<file path="config.mk">
export PLATFORM = sky130hd
export DESIGN_NAME = i2ct_byte_engine
export DESIGN_NICKNAME = d
export VERILOG_FILES = /design/src/rtl/i2ct_pkg.sv /design/src/rtl/i2ct_sync.sv /design/src/rtl/i2ct_txbuf.sv /design/src/rtl/i2ct_xfer.sv /design/src/rtl/i2ct_flags.sv /design/src/rtl/i2ct_byte_engine.sv
export SDC_FILE = /design/constraint.sdc
export NUM_CORES = 1
export LEC_CHECK = 0
export BUFFER_PORTS_ARGS = -buffer_cell sky130_fd_sc_hd__buf_2
export CORE_ASPECT_RATIO = 0.8
export CORE_MARGIN = 2
export CORE_UTILIZATION = 35
export CTS_CLUSTER_DIAMETER = 80
export DETAILED_ROUTE_END_ITERATION = 8
export PLACE_DENSITY_LB_ADDON = 0.1
export SYNTH_ARGS = -nofsm -noshare
export SYNTH_HDL_FRONTEND = slang
export SYNTH_SLANG_ARGS = --single-unit
</file>
<file path="constraint.sdc">
create_clock -name clk -period 1.8 [get_ports clk]
set_input_delay 0.18 -clock clk [delete_from_list [all_inputs] [get_ports clk]]
set_output_delay 0.18 -clock clk [all_outputs]
set_load 0.05 [all_outputs]
</file>
<file path="src/rtl/i2ct_pkg.sv">
package i2ct_pkg;
  localparam int NFLAG = 4;
  localparam int F_RX  = 0;
  localparam int F_UF  = 1;
  localparam int F_NAK = 2;
  localparam int F_MIS = 3;

  typedef enum logic [1:0] {
    PH_IDLE,
    PH_LOAD,
    PH_SHIFT,
    PH_DONE
  } ph_e;
endpackage

</file>
<file path="src/rtl/i2ct_sync.sv">
module i2ct_sync #(
  parameter int              W       = 2,
  parameter int              STAGES  = 2,
  parameter logic [W-1:0]    RST_VAL = '1
) (
  input  logic         clk,
  input  logic         rst_n,
  input  logic [W-1:0] d_i,
  output logic [W-1:0] q_o
);
  // STAGES must be at least 2
  logic [STAGES-1:0][W-1:0] stg_q;
  logic [STAGES-1:0][W-1:0] stg_n;

  always_comb begin
    stg_n = {stg_q[STAGES-2:0], d_i};
  end

  always_ff @(posedge clk or negedge rst_n) begin
    if (!rst_n) stg_q <= {STAGES{RST_VAL}};
    else        stg_q <= stg_n;
  end

  assign q_o = stg_q[STAGES-1];
endmodule

</file>
<file path="src/rtl/i2ct_txbuf.sv">
module i2ct_txbuf #(
  parameter int DW = 8
) (
  input  logic          clk,
  input  logic          rst_n,
  input  logic          wr_i,
  input  logic [DW-1:0] wdata_i,
  input  logic          take_i,
  output logic [DW-1:0] data_o,
  output logic          vld_o
);
  logic [DW-1:0] data_q, data_n;
  logic          vld_q, vld_n;

  always_comb begin
    data_n = data_q;
    vld_n  = vld_q;
    if (take_i) vld_n = 1'b0;
    if (wr_i) begin
      data_n = wdata_i;
      vld_n  = 1'b1;
    end
  end

  always_ff @(posedge clk or negedge rst_n) begin
    if (!rst_n) begin
      data_q <= '0;
      vld_q  <= 1'b0;
    end else begin
      data_q <= data_n;
      vld_q  <= vld_n;
    end
  end

  assign data_o = data_q;
  assign vld_o  = vld_q;
endmodule

</file>
<file path="src/rtl/i2ct_xfer.sv">
module i2ct_xfer
  import i2ct_pkg::*;
#(
  parameter int DW = 8
) (
  input  logic          clk,
  input  logic          rst_n,
  input  logic          sel_i,
  input  logic          rnw_i,
  input  logic          stretch_en_i,
  input  logic          scl_s_i,
  input  logic          scl_rise_i,
  input  logic          scl_fall_i,
  input  logic          sda_s_i,
  input  logic          tx_vld_i,
  input  logic [DW-1:0] tx_data_i,
  output logic          tx_take_o,
  output logic [DW-1:0] rx_data_o,
  output logic          scl_oe_o,
  output logic          sda_oe_o,
  output logic          ev_rx_o,
  output logic          ev_uf_o,
  output logic          ev_nak_o,
  output logic          ev_mis_o
);
  localparam int            CW    = $clog2(DW + 1);
  localparam logic [CW-1:0] ACKB  = CW'(DW);
  localparam logic [CW-1:0] LASTD = CW'(DW - 1);

  ph_e           ph_q, ph_n;
  logic [CW-1:0] bitn_q, bitn_n;
  logic [DW-1:0] sh_q, sh_n;
  logic [DW-1:0] rx_q, rx_n;
  logic          nak_q, nak_n;
  logic          str_q, str_n;

  always_comb begin
    ph_n      = ph_q;
    bitn_n    = bitn_q;
    sh_n      = sh_q;
    rx_n      = rx_q;
    nak_n     = nak_q;
    tx_take_o = 1'b0;
    ev_rx_o   = 1'b0;
    ev_uf_o   = 1'b0;
    ev_nak_o  = 1'b0;
    ev_mis_o  = 1'b0;
    if (!sel_i) begin
      ph_n   = PH_IDLE;
      bitn_n = '0;
    end else begin
      case (ph_q)
        PH_IDLE: begin
          bitn_n = '0;
          nak_n  = 1'b0;
          ph_n   = rnw_i ? PH_LOAD : PH_SHIFT;
        end
        PH_LOAD: begin
          bitn_n = '0;
          if (tx_vld_i) begin
            sh_n      = tx_data_i;
            tx_take_o = 1'b1;
            ph_n      = PH_SHIFT;
          end else if (!stretch_en_i) begin
            sh_n    = tx_data_i;
            ev_uf_o = 1'b1;
            ph_n    = PH_SHIFT;
          end
        end
        PH_SHIFT: begin
          if (scl_rise_i) begin
            if (bitn_q == ACKB) begin
              if (rnw_i) begin
                nak_n    = sda_s_i;
                ev_nak_o = sda_s_i;
              end
            end else if (rnw_i) begin
              ev_mis_o = (sda_s_i != sh_q[DW-1]);
            end else begin
              sh_n = {sh_q[DW-2:0], sda_s_i};
              if (bitn_q == LASTD) begin
                rx_n    = {sh_q[DW-2:0], sda_s_i};
                ev_rx_o = 1'b1;
              end
            end
          end
          if (scl_fall_i) begin
            if (bitn_q == ACKB) begin
              bitn_n = '0;
              if (rnw_i) ph_n = nak_q ? PH_DONE : PH_LOAD;
            end else begin
              bitn_n = bitn_q + CW'(1);
              if (rnw_i) sh_n = {sh_q[DW-2:0], 1'b0};
            end
          end
        end
        default: ph_n = PH_DONE;
      endcase
    end
    // stretch stays one cycle past the load so SDA settles before SCL rises
    str_n = sel_i && (ph_q == PH_LOAD) && (str_q || (stretch_en_i && !tx_vld_i));
  end

  always_ff @(posedge clk or negedge rst_n) begin
    if (!rst_n) begin
      ph_q   <= PH_IDLE;
      bitn_q <= '0;
      sh_q   <= '0;
      rx_q   <= '0;
      nak_q  <= 1'b0;
      str_q  <= 1'b0;
    end else begin
      ph_q   <= ph_n;
      bitn_q <= bitn_n;
      sh_q   <= sh_n;
      rx_q   <= rx_n;
      nak_q  <= nak_n;
      str_q  <= str_n;
    end
  end

  assign scl_oe_o  = str_q;
  assign rx_data_o = rx_q;
  assign sda_oe_o  = sel_i && (ph_q == PH_SHIFT) &&
                     (rnw_i ? ((bitn_q != ACKB) && !sh_q[DW-1]) : (bitn_q == ACKB));


  sda_low_scl_chk: assert property (@(posedge clk) disable iff (!rst_n)
    (sel_i && $past(sel_i) && (sda_oe_o != $past(sda_oe_o))) |-> !scl_s_i);


  nak_nostretch_chk: assert property (@(posedge clk) disable iff (!rst_n)
    (sel_i && rnw_i && scl_fall_i && (ph_q == PH_SHIFT) && (bitn_q == ACKB) && nak_q)
      |=> ##2 !scl_oe_o);
endmodule

</file>
<file path="src/rtl/i2ct_flags.sv">
module i2ct_flags #(
  parameter int N = 4
) (
  input  logic         clk,
  input  logic         rst_n,
  input  logic [N-1:0] set_i,
  input  logic [N-1:0] clr_i,
  input  logic [N-1:0] en_i,
  output logic [N-1:0] flags_o,
  output logic         irq_o
);
  for (genvar k = 0; k < N; k++) begin : g_flag
    logic f_q, f_n;

    always_comb begin
      f_n = set_i[k] | (f_q & ~clr_i[k]);
    end

    always_ff @(posedge clk or negedge rst_n) begin
      if (!rst_n) f_q <= 1'b0;
      else        f_q <= f_n;
    end

    assign flags_o[k] = f_q;


    w1c_clear_chk: assert property (@(posedge clk) disable iff (!rst_n)
      (clr_i[k] && !set_i[k]) |=> !flags_o[k]);
  end

  assign irq_o = |(flags_o & en_i);
endmodule

</file>
<file path="src/rtl/i2ct_byte_engine.sv">
module i2ct_byte_engine
  import i2ct_pkg::*;
#(
  parameter int DW          = 8,
  parameter int SYNC_STAGES = 2
) (
  input  logic             clk,
  input  logic             rst_n,
  input  logic             scl_i,
  input  logic             sda_i,
  output logic             scl_oe_o,
  output logic             sda_oe_o,
  input  logic             sel_i,
  input  logic             rnw_i,
  input  logic             stretch_en_i,
  input  logic             tx_wr_i,
  input  logic [DW-1:0]    tx_wdata_i,
  input  logic             rx_rd_i,
  output logic [DW-1:0]    rx_rdata_o,
  input  logic             stat_wr_i,
  input  logic [NFLAG-1:1] stat_wdata_i,
  input  logic [NFLAG-1:0] irq_en_i,
  output logic [NFLAG-1:0] stat_o,
  output logic             irq_o
);
  logic [1:0]       rst_sq;
  logic             rst_ni;
  logic [1:0]       lines_s;
  logic             scl_s, sda_s, scl_d_q;
  logic             scl_rise, scl_fall;
  logic [DW-1:0]    tx_data;
  logic             tx_vld, tx_take;
  logic             ev_rx, ev_uf, ev_nak, ev_mis;
  logic [NFLAG-1:0] fset, fclr;

  // reset asserts at once and leaves on a clock edge
  always_ff @(posedge clk or negedge rst_n) begin
    if (!rst_n) rst_sq <= 2'b00;
    else        rst_sq <= {rst_sq[0], 1'b1};
  end
  assign rst_ni = rst_sq[1];

  i2ct_sync #(.W(2), .STAGES(SYNC_STAGES), .RST_VAL(2'b11)) u_sync (
    .clk   (clk),
    .rst_n (rst_ni),
    .d_i   ({scl_i, sda_i}),
    .q_o   (lines_s)
  );
  assign scl_s = lines_s[1];
  assign sda_s = lines_s[0];

  always_ff @(posedge clk or negedge rst_ni) begin
    if (!rst_ni) scl_d_q <= 1'b1;
    else         scl_d_q <= scl_s;
  end
  assign scl_rise = scl_s & ~scl_d_q;
  assign scl_fall = ~scl_s & scl_d_q;

  i2ct_txbuf #(.DW(DW)) u_txbuf (
    .clk     (clk),
    .rst_n   (rst_ni),
    .wr_i    (tx_wr_i),
    .wdata_i (tx_wdata_i),
    .take_i  (tx_take),
    .data_o  (tx_data),
    .vld_o   (tx_vld)
  );

  i2ct_xfer #(.DW(DW)) u_xfer (
    .clk          (clk),
    .rst_n        (rst_ni),
    .sel_i        (sel_i),
    .rnw_i        (rnw_i),
    .stretch_en_i (stretch_en_i),
    .scl_s_i      (scl_s),
    .scl_rise_i   (scl_rise),
    .scl_fall_i   (scl_fall),
    .sda_s_i      (sda_s),
    .tx_vld_i     (tx_vld),
    .tx_data_i    (tx_data),
    .tx_take_o    (tx_take),
    .rx_data_o    (rx_rdata_o),
    .scl_oe_o     (scl_oe_o),
    .sda_oe_o     (sda_oe_o),
    .ev_rx_o      (ev_rx),
    .ev_uf_o      (ev_uf),
    .ev_nak_o     (ev_nak),
    .ev_mis_o     (ev_mis)
  );

  always_comb begin
    fset         = '0;
    fset[F_RX]   = ev_rx;
    fset[F_UF]   = ev_uf;
    fset[F_NAK]  = ev_nak;
    fset[F_MIS]  = ev_mis;
    fclr         = '0;
    fclr[F_RX]   = rx_rd_i;
    fclr[NFLAG-1:1] = stat_wdata_i & {(NFLAG-1){stat_wr_i}};
  end

  i2ct_flags #(.N(NFLAG)) u_flags (
    .clk     (clk),
    .rst_n   (rst_ni),
    .set_i   (fset),
    .clr_i   (fclr),
    .en_i    (irq_en_i),
    .flags_o (stat_o),
    .irq_o   (irq_o)
  );


  rxrd_clear_chk: assert property (@(posedge clk) disable iff (!rst_ni)
    (rx_rd_i && !ev_rx) |=> !stat_o[F_RX]);


  stretch_release_chk: assert property (@(posedge clk) disable iff (!rst_ni)
    (tx_wr_i && scl_oe_o) |=> ##2 !scl_oe_o);
endmodule

</file>
==> flow_summary.ini <==
[run_status]
status = completed

[die]
pin_count = 40
fp.dieH_um = 73.6
initial_core_util_pct = 36.1
die_area_mm2 = 0.00670
chipWidth_um = 91.0
core_mm2 = 0.00588
rows = 25

[power_and_ir_drop]
leakage_nw = 1.35
power_density_mw_per_mm2 = 1150
vdd_ir_drop_max_v = 0.000558
total_power_mw = 3.30

[timing]
rsz0062_at_grt = yes
slew_viol_final = 0
fin_crit_sh_pct = 98.6
fin_setup_tns_ns = 0
hold_viol = 0
max_freq_mhz = 563
clock_skew_ns = 0.00668
holdWs_ns = 0.0917
min_period_ns = 1.78
report.final.setup_viol = 0

[grt]
use_met2_pct = 20.0
met1_usage_pct = 24.2
grt_usage_pct = 15.4
use_met3_pct = 3.90
grt_pass1_wl_um = 7940
grt_pass1_vias = 1565
grt_max_degree = 33
antenna_found_initial = 0
globalRouteOverflowTotal = 0
busiest_layer = met1

[cts]
cts_buffers = 5
clk_pin_slew_ns = 0.08
cts_max_level = 2
clk_latency_ns = 0.30
clock_path_buffers = 2
cts_root_buffer = clkbuf_8
cts_tree = built
cts_num_sinks = 44

[synthesis]
netlist_instances = 198
synth_cell_type_count = 45
synthFlopType = dfrtp_1
yosys.cell_count.top_type = dfrtp_1
synth-seq-cells = 44
yosys-top-cells-area = dfrtp_1, mux2_2, dfstp_2
yosysTopAreaCellShare_pct = 46.0
seq_area_frac_synth_pct = 52.2
synth_warnings = 0
synth_nets = 229
syn_avg_cell_area_um2 = 10.7
synth-edff-count = 0
yosys-top-cells-count = dfrtp_1, nand2_1, mux2_2, nor3_1, inv_1
synth_top_area_cell = dfrtp_1
async_flop_share_pct = 100
synth_area_mm2 = 0.00212

[placed_design]
port_buffers = 39
placed_area_mm2 = 0.00255
gp_congestion = 0.746
hpwl_um = 3500
placed_cells = 329

[setup_path]
critPathCaptureType = register
arrival_ns = 1.96
cp.required_ns = 1.99
critPathMaxFanout = 9
path_class = register to register
critPathLaunchType = register

[layout]
area_growth_pct = 35.3
antennaDiodeCount = 0
layout-drive-gt1-share_pct = 45.5
stdcell_count = 347
nets = 296
postLayoutCellArea_mm2 = 0.00287
fill_cells = 576

[drt]
ant_nets = 0
vias = 1662
drc = 0
wl_per_cell_um = 13.9
drt_iter0_drc = 111
drt-pass1-iter-count = 4
postRouteWirelength_um = 4820
vias_per_cell = 4.79

[hold_path]
hp-class = input port to register

[job]
cap_violations = 0
-- power breakdown --
group / leakage [nW] / internal (mW) / switching (mW)
clock: 0.0645 / 0.490 / 0.336
sequential: 0.548 / 1.15 / 0.154
combinational: 0.741 / 0.584 / 0.584
total: 1.35 / 2.22 / 1.07
-- cell type report --
type / instances / area (um2) / area share [%]
clock buffer: 7 / 96.3 / 3.36
clock inverter: 1 / 30.0 / 1.05
inverter: 9 / 33.8 / 1.18
multi-input combinational: 133 / 1010 / 35.1
sequential: 44 / 1110 / 38.6
tap: 81 / 101 / 3.53
timing repair buffer: 72 / 493 / 17.2
-- what timing repair did --
item	CTS	global route
resized for setup	9	19
endpoints found under the setup margin	9	20
pin swaps	1	4
hold endpoints to repair	4	0
buffers inserted	6	1
hold buffers	3	0
-- final timing paths --
check	startpoint	endpoint	slack, ns	cells past startpoint
setup / recovery	u_sync.q_o[1]$_DFF_PN1_	u_xfer.rx_data_o[3]$_DFFE_PN0P_	0.02	4
hold / removal	tx_wdata_i[5]	u_txbuf.data_o[5]$_DFFE_PN0P_	0.09	3
setup reg to reg	u_sync.q_o[1]$_DFF_PN1_	u_xfer.rx_data_o[3]$_DFFE_PN0P_	0.02	4
hold reg to reg	rst_sq[1]$_DFF_PN0_	u_xfer.bitn_q[1]$_DFFE_PN0P_	0.15	0
max in group asynchronous	rst_sq[1]$_DFF_PN0_	scl_d_q$_DFF_PN1_	1.13	1
min in group asynchronous	rst_sq[1]$_DFF_PN0_	u_xfer.bitn_q[1]$_DFFE_PN0P_	0.15	0
-- cell families after synthesis --
group           after synthesis  share of synthesized area [%]
flops                        44                           52.2
fa+ha+maj                     6                           3.54
compound gates               36                           11.4
xor+xnor                      1                          0.413
simple gates                 73                           19.0
other cells                   1                          0.177
buf+inv                      21                           4.78
mux                          16                           8.44
-- cell usage in the layout, fill, tap and decap left out, types with 4 or more instances in the layout --
cell type	instances
buf_2	38
dfrtp_1	38
buf_4	25
nand2_1	18
nor3_1	15
mux2_2	15
nand3_1	7
clkbuf_8	7
inv_1	6
o21ai_0	6
nand2b_1	5
o22ai_1	5
dfstp_2	5
nor2_1	4
a21oi_1	4
buf_6	4
-- metal layers --
layer  share of wire [%]  routed length, um  vias to the layer above
met2                  39               1860                       37
met5                   0                  0                        -
met3                 4.3                209                        6
met1                  56               2690                      779
li1                    -                  -                      840
met4                 1.2                 57                        0
-- flip-flops by register name (all words and copies together) (netlist names) --
register,flops
u_xfer.bitn_q,4
u_sync.q_o,2
u_xfer.scl_oe_o,1
u_txbuf.data_o,8
scl_d_q,1
u_xfer.sh_q,8
rst_sq,2
u_xfer.rx_data_o,8
u_xfer.nak_q,1
u_txbuf.vld_o,1
u_flags.g_flag.f_q,4
u_xfer.ph_q,2
u_sync.stg_n,2
-- critical path, stage by stage (launching register included) --
cell     delay (ns)
dfstp_2        0.53
or3b_4         0.39
nor4b_4        0.23
buf_6          0.18
mux2_2         0.33
-- per-stage QoR --
step / setup WS, ns / utilization (%)
global placement: 0.00619 / 43.4
floorplan: -0.0737 / -
finish: 0.0248 / 48.8
CTS: 0.0000739 / 47.3
global route: -0.0519 / 48.8
detailed placement: -0.00801 / 43.4
(Power assumes the default switching activity.)
